==> config.mk <==
export PLATFORM = sky130hd
export DESIGN_NAME = rst_seq_top
export DESIGN_NICKNAME = d
export VERILOG_FILES = /design/src/rtl/rst_seq_pkg.sv /design/src/rtl/rst_seq_filter.sv /design/src/rtl/rst_seq_stretch.sv /design/src/rtl/rst_seq_flags.sv /design/src/rtl/rst_seq_top.sv
export SDC_FILE = /design/constraint.sdc
export NUM_CORES = 1
export LEC_CHECK = 0
export BUFFER_PORTS_ARGS = -buffer_cell sky130_fd_sc_hd__buf_2
export CAP_MARGIN = 20
export CORE_MARGIN = 8
export CORE_UTILIZATION = 52
export DETAILED_ROUTE_END_ITERATION = 12
export GPL_ROUTABILITY_DRIVEN = 0
export PLACE_DENSITY = 0.78
export SETUP_SLACK_MARGIN = 0.1
export SLEW_MARGIN = 10
export SYNTH_ARGS = -nofsm -noshare
export SYNTH_HDL_FRONTEND = slang
export SYNTH_SLANG_ARGS = --single-unit
==> constraint.sdc <==
create_clock -name clk -period 2.2 [get_ports clk]
set_input_delay 0.11 -clock clk [delete_from_list [all_inputs] [get_ports clk]]
set_output_delay 0.11 -clock clk [all_outputs]
set_load 0.02 [all_outputs]
==> src/rtl/rst_seq_pkg.sv <==
package rst_seq_pkg;

  typedef struct packed {
    logic tap;
    logic wdt;
    logic bod;
    logic ext;
    logic por;
  } cause_t;

  localparam int unsigned CAUSE_W = 5;

  // Hold window length in cycles for a given select code.
  function automatic int unsigned hold_cycles(input logic [3:0] sel,
                                              input int unsigned step);
    return (int'(sel) + 1) * step;
  endfunction

  // Next value of the cause register: write-zero clears, request sets, set wins.
  function automatic cause_t cause_next(input cause_t cur, input logic wr,
                                        input cause_t wmask, input cause_t hits);
    cause_t kept;
    kept = wr ? (cur & wmask) : cur;
    return kept | hits;
  endfunction

endpackage

==> src/rtl/rst_seq_filter.sv <==
module rst_seq_filter #(
  parameter int unsigned MIN_RUN = 3
) (
  input  logic clk,
  input  logic rst_n,
  input  logic raw,
  output logic qual
);
  localparam int unsigned RW = $clog2(MIN_RUN + 1);
  localparam logic [RW-1:0] SAT = RW'(MIN_RUN);

  logic [RW-1:0] run_len;

  always_ff @(posedge clk or negedge rst_n) begin
    if (!rst_n)          run_len <= '0;
    else if (!raw)       run_len <= '0;
    else if (run_len != SAT) run_len <= run_len + 1'b1;
  end

  assign qual = raw && (run_len == SAT);

  // A qualified request needs the raw input in the previous cycle as well.
  assert_filter_width_R4: assert property (@(posedge clk) disable iff (!rst_n)
    qual |-> $past(raw));

endmodule

==> src/rtl/rst_seq_stretch.sv <==
module rst_seq_stretch
  import rst_seq_pkg::*;
#(
  parameter int unsigned STEP = 2
) (
  input  logic       clk,
  input  logic       rst_n,
  input  logic       src_act,
  input  logic [3:0] sel,
  output logic       hold
);
  localparam int unsigned CW = $clog2(16 * STEP + 1);

  logic [CW-1:0] cnt;
  logic [CW-1:0] last_cnt;
  logic          window_done;

  assign last_cnt    = CW'(hold_cycles(sel, STEP) - 1);
  assign window_done = hold && !src_act && (cnt == last_cnt);

  always_ff @(posedge clk or negedge rst_n) begin
    if (!rst_n) begin
      cnt  <= '0;
      hold <= 1'b1;
    end else if (src_act) begin
      cnt  <= '0;
      hold <= 1'b1;
    end else if (hold) begin
      if (window_done) hold <= 1'b0;
      else             cnt  <= cnt + 1'b1;
    end
  end

  // Any active request restarts the window from zero.
  assert_restart_R3: assert property (@(posedge clk) disable iff (!rst_n)
    src_act |=> (hold && cnt == '0));

  // The window never closes while a request is active.
  assert_no_early_drop_R3: assert property (@(posedge clk) disable iff (!rst_n)
    $fell(hold) |-> !$past(src_act));

endmodule

==> src/rtl/rst_seq_flags.sv <==
module rst_seq_flags
  import rst_seq_pkg::*;
(
  input  logic   clk,
  input  logic   rst_n,
  input  cause_t hits,
  input  logic   wr,
  input  cause_t wmask,
  output cause_t flags
);
  always_ff @(posedge clk or negedge rst_n) begin
    if (!rst_n) flags <= '{por: 1'b1, default: 1'b0};
    else        flags <= cause_next(flags, wr, wmask, hits);
  end

  // Power-on bit drops only through a software write of zero.
  assert_por_sticky_R10: assert property (@(posedge clk) disable iff (!rst_n)
    $fell(flags.por) |-> $past(wr && !wmask.por));

  // A request in the same cycle as a clearing write leaves its bit set.
  assert_set_wins_R9: assert property (@(posedge clk) disable iff (!rst_n)
    (|hits) |=> ((flags & $past(hits)) == $past(hits)));

  // Writing a one never changes a bit.
  assert_write_one_keeps_R8: assert property (@(posedge clk) disable iff (!rst_n)
    (wr && wmask.ext && !hits.ext) |=> (flags.ext == $past(flags.ext)));

endmodule

==> src/rtl/rst_seq_top.sv <==
module rst_seq_top
  import rst_seq_pkg::*;
#(
  parameter int unsigned EXT_MIN = 3,
  parameter int unsigned BOD_MIN = 5,
  parameter int unsigned STEP    = 2
) (
  input  logic       clk,
  input  logic       pwr_good,
  input  logic       ext_rst_n,
  input  logic       wdt_pulse,
  input  logic       bod_low,
  input  logic       bod_en,
  input  logic       tap_rst,
  input  logic [3:0] delay_sel,
  input  logic       cause_wr,
  input  logic [4:0] cause_wdata,
  output logic [7:0] cause_rdata,
  output logic       sys_rst
);
  logic   ext_q;
  logic   bod_q;
  logic   src_act;
  logic   hold;
  cause_t hits;
  cause_t flags;

  rst_seq_filter #(.MIN_RUN(EXT_MIN)) u_ext_filt (
    .clk(clk), .rst_n(pwr_good), .raw(!ext_rst_n), .qual(ext_q)
  );

  rst_seq_filter #(.MIN_RUN(BOD_MIN)) u_bod_filt (
    .clk(clk), .rst_n(pwr_good), .raw(bod_low && bod_en), .qual(bod_q)
  );

  assign src_act = ext_q || bod_q || wdt_pulse || tap_rst;

  rst_seq_stretch #(.STEP(STEP)) u_stretch (
    .clk(clk), .rst_n(pwr_good), .src_act(src_act), .sel(delay_sel), .hold(hold)
  );

  assign hits = '{tap: tap_rst, wdt: wdt_pulse, bod: bod_q, ext: ext_q, por: 1'b0};

  rst_seq_flags u_flags (
    .clk(clk), .rst_n(pwr_good), .hits(hits), .wr(cause_wr),
    .wmask(cause_t'(cause_wdata)), .flags(flags)
  );

  assign sys_rst     = !pwr_good || src_act || hold;
  assign cause_rdata = {3'b000, flags};

  // Watchdog pulse is recorded in bit 3 at the next edge.
  assert_wdt_flag_R7: assert property (@(posedge clk) disable iff (!pwr_good)
    wdt_pulse |=> cause_rdata[3]);

  // Reset output never drops while the test-port bit is held.
  assert_tap_holds_R6: assert property (@(posedge clk) disable iff (!pwr_good)
    tap_rst |-> sys_rst);

  // Release only after a quiet cycle.
  assert_release_quiet_R3: assert property (@(posedge clk) disable iff (!pwr_good)
    $fell(sys_rst) |-> $past(!src_act));

endmodule

==> results.yml <==
status:
  outcome: "finished clean"
routing:
  drc_errors: 0
  vias_per_cell: 5.10
  drtIter0Drc: 28
  wl_per_cell_um: 12.4
  ant_nets: 0
  via_count: 852
  drt-total-wl_um: 2070
  firstDrtPassIters: 4
pwr:
  p_per_area_nw_per_um2: 516
  p_leak_nw: 0.590
  ir_worst_vdd_mv: 0.330
finish:
  layout_common_cells: "buf_2 (22), dfrtp_1 (15), nand2_1 (12)"
  post-route-util: 0.653
  multi_input_area_um2: 604
  layout.nets: 164
  drive_above_1_share: 0.271
  nFillCells: 165
  final_common_cell: "buf_2"
  synthToLayoutAreaGrowth_pct: 19.5
  seq_area_um2: 428
  num_antenna_cells: 0
sta:
  max_freq_mhz: 517
  hold_viol: 0
  slew_violations: 0
  worst_slack_ns: 0.265
  grt_setup_unrepaired: "no"
  skew_ns: 0.00179
  period_share: 0.879
  fin_setup_tns_ns: 0
  worst_hold_slack_ns: 0.0227
  fin_crit_ns: 1.93
  report.final.setup_viol: 0
synthesis:
  ys_seq_area_frac: 0.403
  synth_seq_cells: 17
  synth_area_um2: 1060
  syn_area_per_cell_um2: 9.65
  synth_edf_count: 0
  synth.distinct_cells: 36
  netlist_instances: 110
  ys_async_sr_fraction: 1.00
  synth-main-ff-cell: "dfrtp_1"
  ys_warn_count: 0
setup_path:
  worstSetupStartpointType: "flip-flop"
  ff2ff_setup_slack_ns: 0.38
  cp.required_ns: 2.09
  path_max_fanout: 10
  crit_type: "flip-flop to output pin"
  r2r-start: "u_stretch.cnt[5]"
  cp-end-kind: "output pin"
  r2r_cells: 5
  r2r_end: "u_stretch.cnt[3]"
  cp_data_arrival_time_ns: 1.82
clocking:
  path_clk_slew_ns: 0.09
  cts_tree: "built"
  cts_buffers: 3
  clock_sinks: 17
  clockRootBuffer: "clkbuf_4"
  worst_skew_pair.late_latency_ns: 0.29
  cts_buffer_depth: 2
  cts_max_level: 1
min_path:
  holdCritStartpoint: "wdt_pulse"
  hold_path_class: "primary input to flip-flop"
  whs_path_depth: 2
  hold_end: "u_flags.flags[3]"
grt:
  antenna_found_initial: 0
  grt_pass1_vias: 814
  overflow: 0
  grt_pass1_wl_um: 3440
  grt_start_max_net_pins: 19
  grtUsageTotal: 0.119
floorplan:
  ios: 26
  dieArea_um2: 3740
  die_x_um: 61.2
  core-area_um2: 1940
  die_y_um: 61.2
  num_rows: 16
  start_util: 0.546
placement:
  numPortBuffers: 22
  pre_cts_ws_ns: 0.113
  hpwl_um: 1640
job:
  drv_cap: 0
==> registers in the layout, indices dropped and copies added, names as in the netlist <==
| register | cells |
|---|---|
| u_bod_filt.run_len | 3 |
| u_ext_filt.run_len | 2 |
| u_stretch.cnt | 6 |
| u_flags.flags | 5 |
| u_stretch.hold | 1 |
==> how the worst max path moves through the flow <==
stage	start	endpoint	slack, ns	cells past startpoint
3_5_place_dp	delay_sel[0]	u_stretch.cnt[3]	0.11	8
3_3_place_gp	delay_sel[0]	u_stretch.cnt[5]	0.17	8
5_1_grt	u_bod_filt.run_len[0]	sys_rst	0.13	7
6_report	u_bod_filt.run_len[0]	sys_rst	0.27	7
4_1_cts	u_bod_filt.run_len[0]	sys_rst	0.16	7
2_1_floorplan	delay_sel[0]	u_stretch.cnt[2]	0.26	6
==> Yosys cell counts, types with 2 or more instances <==
cell type,count,area (um2)
o21ai_0,6,30.0
inv_1,4,15.0
nor3_1,2,10.0
nand4_1,2,12.5
buf_4,3,22.5
nor2_1,9,33.8
nand2_1,13,48.8
dfrtp_1,15,375
ha_1,6,75.1
xnor2_1,7,61.3
a21oi_1,5,25.0
nand2b_1,7,43.8
xor2_1,3,26.3
mux2i_1,5,50.1
dfstp_2,2,52.6
==> per-stage QoR <==
stage / instances / power [W] / area [um2]
floorplan: 112 / 0.000444 / 1070
global placement: 161 / 0.000488 / 1220
detailed placement: 161 / 0.000493 / 1220
CTS: 167 / 0.000659 / 1260
global route: 167 / 0.000694 / 1270
finish: 167 / 0.000654 / 1270
==> where the power goes <==
part | internal (W) | switching [W] | total (W)
sequential | 0.000331 | 0.0000122 | 0.000343
combinational | 0.0000646 | 0.0000812 | 0.000146
clock | 0.0000706 | 0.0000944 | 0.000165
total | 0.000466 | 0.000188 | 0.000654
==> what timing repair did <==
item,CTS,global route
resized for setup,0,2
endpoints found under the setup margin,0,1
buffers inserted,0,0
hold buffers,2,0
endpoints found under the hold margin,17,0
==> worst max-delay path, stage by stage, from the launching register on <==
cell and delay (ns):
dfrtp_1 0.42, ha_1 0.23, nand2_2 0.11, o211a_1 0.20
buf_4 0.16, nor2b_2 0.18, nand2_1 0.06, buf_2 0.17
==> cells by family after synthesis <==
logic type | after synthesis | synth area share
and+or+nand+nor | 41 | 0.202
AOI/OAI and AO/OA | 22 | 0.152
DFF | 17 | 0.403
xor gates and xnor gates | 10 | 0.0826
buffers and inverters | 8 | 0.0389
adders and majority gates | 6 | 0.0708
muxes | 5 | 0.0472
other | 1 | 0.00353
==> layer usage <==
metal | vias to the layer above | routed length (um) | global-route usage
met5 | - | 0 | 0
met4 | 0 | 2 | 0.00997
met3 | 2 | 194 | 0.0543
met2 | 20 | 1000 | 0.207
met1 | 391 | 872 | 0.133
li1 | 439 | - | -
==> area by class of cell <==
class                   instances  share of cell area
multi-input cells              87               0.477
repair buffers                 28               0.126
inverters                       4              0.0118
well taps                      27              0.0267
flip-flops and latches         17               0.338
clock buffers                   4              0.0207
Note: power is estimated with default switching activity, not from simulation.
